--- config.mk ---
export PLATFORM = sky130hd
export DESIGN_NAME = strop_engine
export DESIGN_NICKNAME = d
export VERILOG_FILES = /design/src/rtl/strop_pkg.sv /design/src/rtl/strop_agu.sv /design/src/rtl/strop_stepper.sv /design/src/rtl/strop_alu.sv /design/src/rtl/strop_term.sv /design/src/rtl/strop_engine.sv
export SDC_FILE = /design/constraint.sdc
export NUM_CORES = 1
export LEC_CHECK = 0
export CAP_MARGIN = 20
export CORE_MARGIN = 5
export CORE_UTILIZATION = 40
export DETAILED_ROUTE_END_ITERATION = 6
export PLACE_DENSITY = 0.69
export SLEW_MARGIN = 20
export SYNTH_ARGS = -nofsm -noshare
export SYNTH_HDL_FRONTEND = slang
export SYNTH_SLANG_ARGS = --single-unit
--- constraint.sdc ---
create_clock -name clk -period 6.8 [get_ports clk]
set_input_delay 0.68 -clock clk [delete_from_list [all_inputs] [get_ports clk]]
set_output_delay 0.68 -clock clk [all_outputs]
set_load 0.05 [all_outputs]
--- src/rtl/strop_pkg.sv ---
package strop_pkg;

  typedef enum logic [2:0] {
    OP_COPY  = 3'd0,
    OP_CMP   = 3'd1,
    OP_SCAN  = 3'd2,
    OP_LOAD  = 3'd3,
    OP_STORE = 3'd4
  } str_op_e;

  typedef enum logic [1:0] {
    RP_NONE     = 2'd0,
    RP_ALL      = 2'd1,
    RP_WHILE_EQ = 2'd2,
    RP_WHILE_NE = 2'd3
  } rep_e;

  // status packing, MSB first: overflow, sign, zero, aux, parity, carry
  typedef struct packed {
    logic ovf;
    logic sign;
    logic zero;
    logic aux;
    logic par;
    logic carry;
  } stat_t;

  localparam int STAT_W = $bits(stat_t);

endpackage

--- src/rtl/strop_agu.sv ---
// Segment:offset to physical byte address.
module strop_agu #(
  parameter int OFFW      = 16,
  parameter int AW        = 20,
  parameter int SEG_SHIFT = 4
) (
  input  logic [OFFW-1:0] seg,
  input  logic [OFFW-1:0] off,
  output logic [AW-1:0]   phys
);
  logic [AW-1:0] seg_base;
  assign seg_base = AW'(seg) << SEG_SHIFT;
  assign phys     = seg_base + AW'(off);
endmodule

--- src/rtl/strop_stepper.sv ---
// Next index value: +/-1 for bytes, +/-2 for words.
module strop_stepper #(
  parameter int OFFW = 16
) (
  input  logic [OFFW-1:0] off,
  input  logic            word,
  input  logic            df,
  output logic [OFFW-1:0] nxt
);
  logic [OFFW-1:0] delta;
  assign delta = word ? OFFW'(2) : OFFW'(1);
  assign nxt   = df ? (off - delta) : (off + delta);
endmodule

--- src/rtl/strop_alu.sv ---
// Subtract-and-flag unit for compare and scan.
module strop_alu
  import strop_pkg::*;
#(
  parameter int DW = 16
) (
  input  logic [DW-1:0] a,
  input  logic [DW-1:0] b,
  input  logic          word,
  output stat_t         st
);
  localparam int HW = DW / 2;

  logic [DW:0]   diff_w;
  logic [HW:0]   diff_h;
  logic [DW-1:0] res;
  logic          brw, ma, mb, mr;

  assign diff_w = {1'b0, a} - {1'b0, b};
  assign diff_h = {1'b0, a[HW-1:0]} - {1'b0, b[HW-1:0]};

  always_comb begin
    if (word) begin
      res = diff_w[DW-1:0];
      brw = diff_w[DW];
      ma  = a[DW-1];
      mb  = b[DW-1];
      mr  = diff_w[DW-1];
    end else begin
      res = {{HW{1'b0}}, diff_h[HW-1:0]};
      brw = diff_h[HW];
      ma  = a[HW-1];
      mb  = b[HW-1];
      mr  = diff_h[HW-1];
    end
    st.carry = brw;
    st.zero  = (res == '0);
    st.sign  = mr;
    st.ovf   = (ma ^ mb) & (ma ^ mr);
    st.aux   = a[4] ^ b[4] ^ res[4];
    st.par   = ~^res[7:0];
  end
endmodule

--- src/rtl/strop_term.sv ---
// Decides whether another element follows the current one.
module strop_term
  import strop_pkg::*;
(
  input  str_op_e op,
  input  rep_e    rep,
  input  logic    cnt_zero_after,
  input  logic    zf,
  output logic    more
);
  logic is_cmp;
  assign is_cmp = (op == OP_CMP) || (op == OP_SCAN);

  always_comb begin
    more = 1'b0;
    if (rep != RP_NONE && !cnt_zero_after) begin
      if (!is_cmp)                  more = 1'b1;
      else if (rep == RP_WHILE_EQ)  more = zf;
      else if (rep == RP_WHILE_NE)  more = !zf;
      else                          more = 1'b1;
    end
  end
endmodule

--- src/rtl/strop_engine.sv ---
module strop_engine
  import strop_pkg::*;
#(
  parameter int DW        = 16,
  parameter int OFFW      = 16,
  parameter int AW        = 20,
  parameter int SEG_SHIFT = 4
) (
  input  logic              clk,
  input  logic              rst_n,
  input  logic              start,
  input  logic [2:0]        op,
  input  logic              word,
  input  logic [1:0]        rep,
  input  logic              df,
  input  logic [OFFW-1:0]   ds,
  input  logic [OFFW-1:0]   es,
  input  logic [OFFW-1:0]   si_in,
  input  logic [OFFW-1:0]   di_in,
  input  logic [OFFW-1:0]   cx_in,
  input  logic [DW-1:0]     acc_in,
  input  logic [STAT_W-1:0] flags_in,
  output logic              busy,
  output logic              done,
  output logic [OFFW-1:0]   si_out,
  output logic [OFFW-1:0]   di_out,
  output logic [OFFW-1:0]   cx_out,
  output logic [DW-1:0]     acc_out,
  output logic [STAT_W-1:0] flags_out,
  output logic              mem_req_valid,
  input  logic              mem_req_ready,
  output logic              mem_req_we,
  output logic              mem_req_word,
  output logic [AW-1:0]     mem_req_addr,
  output logic [DW-1:0]     mem_req_wdata,
  input  logic              mem_rsp_valid,
  output logic              mem_rsp_ready,
  input  logic [DW-1:0]     mem_rsp_data
);
  localparam int HW = DW / 2;

  typedef enum logic [3:0] {
    S_IDLE, S_PLAN, S_SRC, S_SRC_W, S_DST, S_DST_W, S_WR, S_STEP, S_DONE
  } state_e;

  state_e          state;
  str_op_e         op_q;
  rep_e            rep_q;
  logic            word_q, df_q;
  logic [OFFW-1:0] ds_q, es_q, si_q, di_q, cx_q;
  logic [DW-1:0]   acc_q, tmp_q;
  stat_t           st_q;

  // ---------------- datapath helpers ----------------
  logic [AW-1:0]   src_addr, dst_addr;
  logic [OFFW-1:0] si_nxt, di_nxt, cx_after;
  logic [DW-1:0]   rd_data, alu_a;
  stat_t           alu_st;
  logic            more, uses_src, uses_dst;

  strop_agu #(.OFFW(OFFW), .AW(AW), .SEG_SHIFT(SEG_SHIFT)) u_agu_src (
    .seg(ds_q), .off(si_q), .phys(src_addr));
  strop_agu #(.OFFW(OFFW), .AW(AW), .SEG_SHIFT(SEG_SHIFT)) u_agu_dst (
    .seg(es_q), .off(di_q), .phys(dst_addr));

  strop_stepper #(.OFFW(OFFW)) u_step_si (.off(si_q), .word(word_q), .df(df_q), .nxt(si_nxt));
  strop_stepper #(.OFFW(OFFW)) u_step_di (.off(di_q), .word(word_q), .df(df_q), .nxt(di_nxt));

  assign rd_data = word_q ? mem_rsp_data : {{HW{1'b0}}, mem_rsp_data[HW-1:0]};
  assign alu_a   = (op_q == OP_SCAN) ? acc_q : tmp_q;

  strop_alu #(.DW(DW)) u_alu (.a(alu_a), .b(rd_data), .word(word_q), .st(alu_st));

  assign cx_after = (rep_q != RP_NONE) ? (cx_q - OFFW'(1)) : cx_q;

  strop_term u_term (
    .op(op_q), .rep(rep_q), .cnt_zero_after(cx_after == '0),
    .zf(st_q.zero), .more(more));

  assign uses_src = (op_q == OP_COPY) || (op_q == OP_CMP) || (op_q == OP_LOAD);
  assign uses_dst = (op_q != OP_LOAD);

  // ---------------- memory port ----------------
  assign mem_req_valid = (state == S_SRC) || (state == S_DST) || (state == S_WR);
  assign mem_req_we    = (state == S_WR);
  assign mem_req_word  = word_q;
  assign mem_req_addr  = (state == S_SRC) ? src_addr : dst_addr;
  always_comb begin
    if (op_q == OP_COPY)  mem_req_wdata = tmp_q;
    else if (word_q)      mem_req_wdata = acc_q;
    else                  mem_req_wdata = {{HW{1'b0}}, acc_q[HW-1:0]};
  end
  assign mem_rsp_ready = (state == S_SRC_W) || (state == S_DST_W);

  // ---------------- sequencer ----------------
  always_ff @(posedge clk or negedge rst_n) begin
    if (!rst_n) begin
      state  <= S_IDLE;
      op_q   <= OP_COPY;
      rep_q  <= RP_NONE;
      word_q <= 1'b0;
      df_q   <= 1'b0;
      ds_q   <= '0;
      es_q   <= '0;
      si_q   <= '0;
      di_q   <= '0;
      cx_q   <= '0;
      acc_q  <= '0;
      tmp_q  <= '0;
      st_q   <= '0;
    end else begin
      unique case (state)
        S_IDLE: if (start) begin
          op_q   <= str_op_e'(op);
          rep_q  <= rep_e'(rep);
          word_q <= word;
          df_q   <= df;
          ds_q   <= ds;
          es_q   <= es;
          si_q   <= si_in;
          di_q   <= di_in;
          cx_q   <= cx_in;
          acc_q  <= acc_in;
          st_q   <= stat_t'(flags_in);
          state  <= S_PLAN;
        end
        S_PLAN: begin
          if (rep_q != RP_NONE && cx_q == '0) state <= S_DONE;
          else if (op_q == OP_SCAN)            state <= S_DST;
          else if (op_q == OP_STORE)           state <= S_WR;
          else                                 state <= S_SRC;
        end
        S_SRC: if (mem_req_ready) state <= S_SRC_W;
        S_SRC_W: if (mem_rsp_valid) begin
          tmp_q <= rd_data;
          if (op_q == OP_LOAD) begin
            acc_q <= word_q ? rd_data : {acc_q[DW-1:HW], rd_data[HW-1:0]};
            state <= S_STEP;
          end else if (op_q == OP_COPY) begin
            state <= S_WR;
          end else begin
            state <= S_DST;
          end
        end
        S_DST: if (mem_req_ready) state <= S_DST_W;
        S_DST_W: if (mem_rsp_valid) begin
          st_q  <= alu_st;
          state <= S_STEP;
        end
        S_WR: if (mem_req_ready) state <= S_STEP;
        S_STEP: begin
          if (uses_src) si_q <= si_nxt;
          if (uses_dst) di_q <= di_nxt;
          cx_q  <= cx_after;
          state <= more ? S_PLAN : S_DONE;
        end
        S_DONE:  state <= S_IDLE;
        default: state <= S_IDLE;
      endcase
    end
  end

  assign busy      = (state != S_IDLE) && (state != S_DONE);
  assign done      = (state == S_DONE);
  assign si_out    = si_q;
  assign di_out    = di_q;
  assign cx_out    = cx_q;
  assign acc_out   = acc_q;
  assign flags_out = st_q;

  // ---------------- assertions ----------------
  a_r12_req_hold: assert property (@(posedge clk) disable iff (!rst_n)
    mem_req_valid && !mem_req_ready |=> mem_req_valid && $stable(mem_req_addr)
      && $stable(mem_req_we) && $stable(mem_req_wdata) && $stable(mem_req_word));

  a_r11_done_pulse: assert property (@(posedge clk) disable iff (!rst_n)
    done |=> !done);

  a_r11_idle_quiet: assert property (@(posedge clk) disable iff (!rst_n)
    !busy |-> !mem_req_valid && !mem_rsp_ready);

  a_r4_read_only: assert property (@(posedge clk) disable iff (!rst_n)
    mem_req_valid && (op_q == OP_CMP || op_q == OP_SCAN || op_q == OP_LOAD) |-> !mem_req_we);

  a_r8_cx_kept: assert property (@(posedge clk) disable iff (!rst_n)
    busy && rep_q == RP_NONE |=> cx_q == $past(cx_q));

  a_r9_one_decrement: assert property (@(posedge clk) disable iff (!rst_n)
    state == S_STEP && rep_q != RP_NONE |=> cx_q == $past(cx_q) - OFFW'(1));

endmodule

==> flow_summary.json, run 1 <==
{
  "outcome": "finished, final reports clean",
  "finalSetupViolations": 0,
  "cts_setup_buffers": 0,
  "crit_arrival_ns": 3.72,
  "grt_pass1_vias": 9743,
  "ys_async_sr_fraction_pct": 100,
  "synthFlopType": "dfrtp_1",
  "die_x_microns": 168,
  "cp-start-kind": "flip-flop",
  "numCtsBuffers": 17,
  "grt_usage_pct": 22.2,
  "fmax_ghz": 0.227,
  "final_nets": 1669,
  "timing.critical_path.to_type": "output port",
  "wl_per_cell_microns": 17.8,
  "fin_area_sq_um": 13400,
  "yosysWarnings": 0,
  "period_needed_ns": 4.40,
  "hp-class": "primary input to async pin",
  "worstPathMaxFanout": 4,
  "dieArea_sq_um": 28400,
  "seq_area_frac_synth_pct": 32.2,
  "synth_nets": 1455,
  "rsz0062_at_grt": "no",
  "drt_pre_antenna_iters": 6,
  "clk_latency_ns": 0.42,
  "syn-cell-area_sq_um": 10000,
  "clockRootBuffer": "clkbuf_16",
  "max_slew.worst_pin.slew_ns": 1.02,
  "portBuffers": 241,
  "yosys_register_bits": 129,
  "cap_violations": 0,
  "finalMaxSlewViolations": 0,
  "grt-ovfl-total": 0,
  "crit_required_ns": 6.12,
  "place_area_sq_um": 12800,
  "vias": 9843,
  "dp.cells": 1770,
  "gp_congestion": 0.897,
  "fillerInstances": 2405,
  "grt_max_degree": 71,
  "antenna_found_initial": 5,
  "fin_cells": 1803,
  "routed_wl_microns": 32000,
  "ant_nets": 0,
  "critPathKind": "flip-flop to output port",
  "io_pins": 242,
  "cts.sinks": 129,
  "cts_tree": "built",
  "syn_avg_cell_area_sq_um": 8.06,
  "start_util_pct": 40.2,
  "grt_pass1_wl_microns": 51300,
  "vias_per_cell": 5.46,
  "clk_path_buf_depth": 2,
  "regArea_sq_um": 3230,
  "finalSetupTns_ns": 0,
  "drc": 0,
  "finalClockSkew_ns": 0.0101,
  "num_rows": 58,
  "max-slew-margin-rel_pct": 31.2,
  "ctsHoldBuffers": 0,
  "postCtsResizedCells": 0,
  "syn_to_final_growth_pct": 33.4,
  "coreArea_sq_um": 25000,
  "fin_util_pct": 53.7,
  "multi_input_area_sq_um": 6440,
  "die_h_microns": 168,
  "fin_crit_sh_pct": 64.7,
  "hold_violations": 0,
  "drive_gt1_share_pct": 7.00,
  "hpwl_microns": 23700,
  "synth_cell_types": 74,
  "synth_cells": 1245,
  "rr_worst_depth": 18,
  "htree_levels": 4,
  "synth_edf_count": 0,
  "drt_iter0_markers": 698,
  "clk_pin_slew_worst_paths_ns": 0.06
}
-- cell usage in the layout, fill, tap and decap left out, types with 5 or more instances in the layout --
cell type and count:
nor3b_1 5, nor2_1 99, nand3_1 21, dfrtp_1 129
mux2_2 28, or2_2 6, a211oi_1 11, buf_4 13
nand2_1 239, a21oi_1 97, nor3_1 30, o22ai_1 13
mux2i_1 22, o21ai_0 86, xor2_1 31, and2_1 7
ha_1 75, o31ai_1 8, nand4_1 8, nand2b_1 8
o21a_1 8, a31oi_1 19, xnor2_1 36, a21o_1 17
and3_1 7, inv_1 45, a221o_1 14, nor4_1 9
o221ai_1 5, clkdlybuf4s50_1 240, nand3b_1 5, a21boi_0 6
clkbuf_16 17, fa_1 5, nor2b_1 18
-- layer usage --
layer | up-vias | global-route usage (%) | share of wire [%]
met2 | 343 | 36.7 | 47
met3 | 43 | 4.88 | 6.7
met4 | 6 | 6.95 | 2.0
met5 | - | 0 | 0.12
met1 | 4604 | 29.2 | 45
li1 | 4847 | - | -
-- cell usage after synthesis, types with 4 or more instances --
cell      count  share of area (%)
nand2_1     239                8.9
dfrtp_1     129                 32
nor2_1      102                3.8
a21oi_1      98                4.9
o21ai_0      86                4.3
ha_1         75                9.3
clkbuf_1     45                1.7
inv_1        45                1.7
xnor2_1      36                3.1
nor3_1       31                1.5
xor2_1       31                2.7
mux2_2       28                3.1
nand3_1      23                1.1
mux2i_1      22                2.2
a31oi_1      19                1.2
nor2b_1      18                1.1
a21o_1       17                1.3
a221o_1      14                1.4
o22ai_1      13               0.81
a211oi_1     11               0.82
buf_2         9               0.45
nor4_1        9               0.56
nand2b_1      8               0.50
nand4_1       8               0.50
o21a_1        8               0.60
o31ai_1       8               0.60
and2_1        7               0.44
and3_1        7               0.44
a21boi_0      6               0.45
nor3b_1       6               0.45
or2_2         6               0.37
fa_1          5                1.0
nand3b_1      5               0.37
o221ai_1      5               0.44
a22oi_1       4               0.30
buf_1         4               0.15
o211ai_1      4               0.30
-- final timing paths --
path,endpoint,slack (ns),from
worst max-delay path,mem_req_addr[18],2.40,di_out[4]
worst min-delay path,acc_out[11],0.25,rst_n
worst max register to register,flags_out[3],2.61,op_q[2]
worst min register to register,es_q[9],0.48,es_q[9]
max in group asynchronous,si_out[7],5.18,rst_n
min in group clk,es_q[9],0.48,es_q[9]
-- layout make-up --
class | count | share of cell area (%)
Multi-Input combinational cell | 1012 | 48.1
Clock buffer | 18 | 3.28
Timing Repair Buffer | 254 | 18.7
Inverter | 45 | 1.26
Tap cell | 330 | 3.08
Antenna cell | 2 | 0.0374
Clock inverter | 13 | 1.39
Sequential cell | 129 | 24.1
-- flip-flops by register name, summed over array words and instances (netlist names), 2 cells and up --
register	flops
cx_out	16
state	4
acc_out	16
flags_out	6
tmp_q	16
di_out	16
rep_q	2
ds_q	16
es_q	16
si_out	16
op_q	3
-- through the flow --
| step | setup slack, ns | hold WS [ns] |
|---|---|---|
| 6_report | 2.40 | 0.251 |
| 5_1_grt | 2.10 | 0.294 |
| 4_1_cts | 2.37 | 0.266 |
| 3_5_place_dp | 2.65 | 0.471 |
| 3_3_place_gp | 2.79 | 0.464 |
| 2_1_floorplan | 2.49 | 0.384 |
-- cell families (layout without fill, tap and decap cells) --
| kind of cell | Yosys count | after routing | share of synthesized area (%) |
|---|---|---|---|
| other | 0 | 2 | 0 |
| multiplexers | 50 | 50 | 5.33 |
| XOR/XNOR | 67 | 67 | 5.84 |
| AND/OR/NAND/NOR | 486 | 486 | 21.5 |
| buffers and inverters | 104 | 330 | 4.04 |
| adder cells (fa/ha/maj) | 80 | 80 | 10.3 |
| flip-flops | 129 | 129 | 32.2 |
| AO/OA/AOI/OAI | 329 | 329 | 20.7 |
-- worst max-delay path, cell delays in order (launching register included) --
cell	delay [ns]
dfrtp_1	0.40
ha_1	0.20
inv_1	0.07
fa_1	0.39
nor2b_1	0.13
o21ai_0	0.10
a21boi_0	0.24
o21ai_0	0.19
a211oi_1	0.31
o211ai_1	0.16
xor2_1	0.16
mux2i_1	0.13
clkdlybuf4s50_1	0.83
Power of run 1 is left out: the tool's default activity adds up to more than one toggle a clock period on the data nets, which glitch-free logic cannot reach.
==> inputs of run 2 (changes only) <==
- PLACE_DENSITY: 0.69 -> 0.71
- clock period: 6.8 -> 3.86 ns (I/O delays scaled with it)
==> run 2 against run 1 <==
- sequential cell count unchanged
- die area unchanged
- setup slack worse by 2.4 ns
- first-iteration DRC count down 9.7%
- final cell count up 0.83%
- critical path type is now flip-flop to flip-flop
==> flow_summary.json, run 2 (synthesis results as in run 1) <==
{
  "dieArea_sq_um": 28400,
  "die_x_microns": 168,
  "grt_pass1_vias": 9919,
  "finalSetupTns_ns": 0,
  "vias_per_cell": 5.51,
  "htree_levels": 4,
  "clk_pin_slew_worst_paths_ns": 0.07,
  "rsz0062_at_grt": "yes",
  "coreArea_sq_um": 25000,
  "finalMaxSlewViolations": 0,
  "finalSetupViolations": 0,
  "fillerInstances": 2335,
  "antenna_found_initial": 6,
  "fin_ws_ns": 0.0465,
  "hold_slack_ns": 0.0441,
  "max_slew.worst_pin.slew_ns": 0.858,
  "drc": 0,
  "cts_tree": "built",
  "drt_iter0_markers": 630,
  "worstPathCellList": "nor3b_4, buf_4, mux2i_1, ha_2, inv_1, fa_2, a211oi_1, nor2_1, o21ai_1, or2b_1, xnor2_1, ha_2, nand4_1, nand2_1, o221ai_1, a211o_1, a2111oi_4, a41o_1",
  "hpwl_microns": 23900,
  "critPathKind": "flip-flop to flip-flop",
  "start_util_pct": 40.2,
  "outcome": "finished, final reports clean",
  "wl_per_cell_microns": 17.5,
  "crit_required_ns": 4.22,
  "numCtsBuffers": 17,
  "worstPathMaxFanout": 3,
  "crit_arrival_ns": 4.18,
  "crit_top_cell": "ha_2",
  "cap_violations": 0,
  "fmax_ghz": 0.262,
  "fin_util_pct": 53.9,
  "hp-class": "primary input to async pin",
  "cp_slowest_cell": "dfrtp_1",
  "syn_to_final_growth_pct": 34.1,
  "gp_congestion": 0.920,
  "period_needed_ns": 3.81,
  "pre_cts_ws_ns": -0.0145,
  "cpPeakStageDelay_ns": 0.41,
  "layout_common_cells": "239 x nand2_1, 229 x clkdlybuf4s50_1, 129 x dfrtp_1, 99 x nor2_1, 97 x a21oi_1",
  "max-slew-margin-rel_pct": 42.7,
  "ant_nets": 0,
  "fin_crit_sh_pct": 98.8,
  "cp-start-kind": "flip-flop",
  "routed_wl_microns": 31800,
  "clockRootBuffer": "clkbuf_16",
  "portBuffers": 241,
  "grt_pass1_wl_microns": 50900,
  "vias": 10000,
  "hold_violations": 0,
  "timing.critical_path.to_type": "flip-flop",
  "finalClockSkew_ns": 0.0128,
  "num_rows": 58,
  "ctsHoldBuffers": 0,
  "clk_path_buf_depth": 2,
  "clk_latency_ns": 0.43,
  "cts.sinks": 129,
  "drive_gt1_share_pct": 8.55,
  "final_nets": 1683,
  "grt_usage_pct": 22.1,
  "grt-ovfl-total": 0,
  "io_pins": 242,
  "drt_pre_antenna_iters": 7,
  "grt_max_degree": 83,
  "die_h_microns": 168,
  "layout_commonest_cell": "nand2_1"
}
==> run 2: critical path, delay by kind of cell (launching register included) <==
kind	cells	cell delay, ns
and+or+nand+nor	5	0.74
DFF	1	0.41
adders and majority gates	3	0.74
xor gates and xnor gates	1	0.15
buffers and inverters	2	0.21
AOI/OAI and AO/OA	6	1.28
muxes	1	0.19
==> run 2: final timing paths <==
| path | start | end | slack, ns | depth (start not counted) |
|---|---|---|---|---|
| min in group clk | ds[6] | ds_q[6] | 0.48 | 3 |
| worst min register to register | es_q[7] | es_q[7] | 0.49 | 2 |
| worst max register to register | op_q[0] | flags_out[3] | 0.05 | 18 |
| worst max-delay path | op_q[0] | flags_out[3] | 0.05 | 18 |
| max in group asynchronous | rst_n | cx_out[8] | 2.93 | 2 |
| worst min-delay path | rst_n | acc_out[14] | 0.04 | 1 |
==> run 2: metal layers <==
| layer | vias to the layer above | part of all wire, % | global-route usage (%) | wire [microns] |
|---|---|---|---|---|
| li1 | 4880 | - | - | - |
| met1 | 4707 | 44 | 28.7 | 14100 |
| met2 | 356 | 46 | 36.0 | 14800 |
| met3 | 60 | 6.8 | 5.52 | 2160 |
| met4 | 8 | 2.4 | 7.41 | 774 |
| met5 | - | 0.17 | 0 | 55 |
==> run 2: stage by stage <==
step	cells	cell area (sq um)
3_3_place_gp	1783	12900
5_1_grt	1818	13500
3_5_place_dp	1783	12900
6_report	1818	13500
4_1_cts	1815	13400
2_1_floorplan	1245	10100
==> run 2: repair_timing <==
item,4_1_cts,5_1_grt
cloned,0,0
buffers inserted,0,1
endpoints found under the hold margin,0,0
setup endpoints to repair,7,9
resized for setup,7,9
pin swaps,0,1
==> run 2: area by class of cell <==
cell class | count | area [sq um] | share of cell area [%]
multi-input combinational | 1012 | 6460 | 48.0
sequential | 129 | 3230 | 24.0
timing repair buffer | 268 | 2600 | 19.3
clock buffer | 18 | 439 | 3.26
tap | 330 | 413 | 3.07
inverter | 45 | 169 | 1.25
clock inverter | 14 | 146 | 1.09
antenna | 2 | 5.00 | 0.0372
Power of run 2 is left out for the same reason.
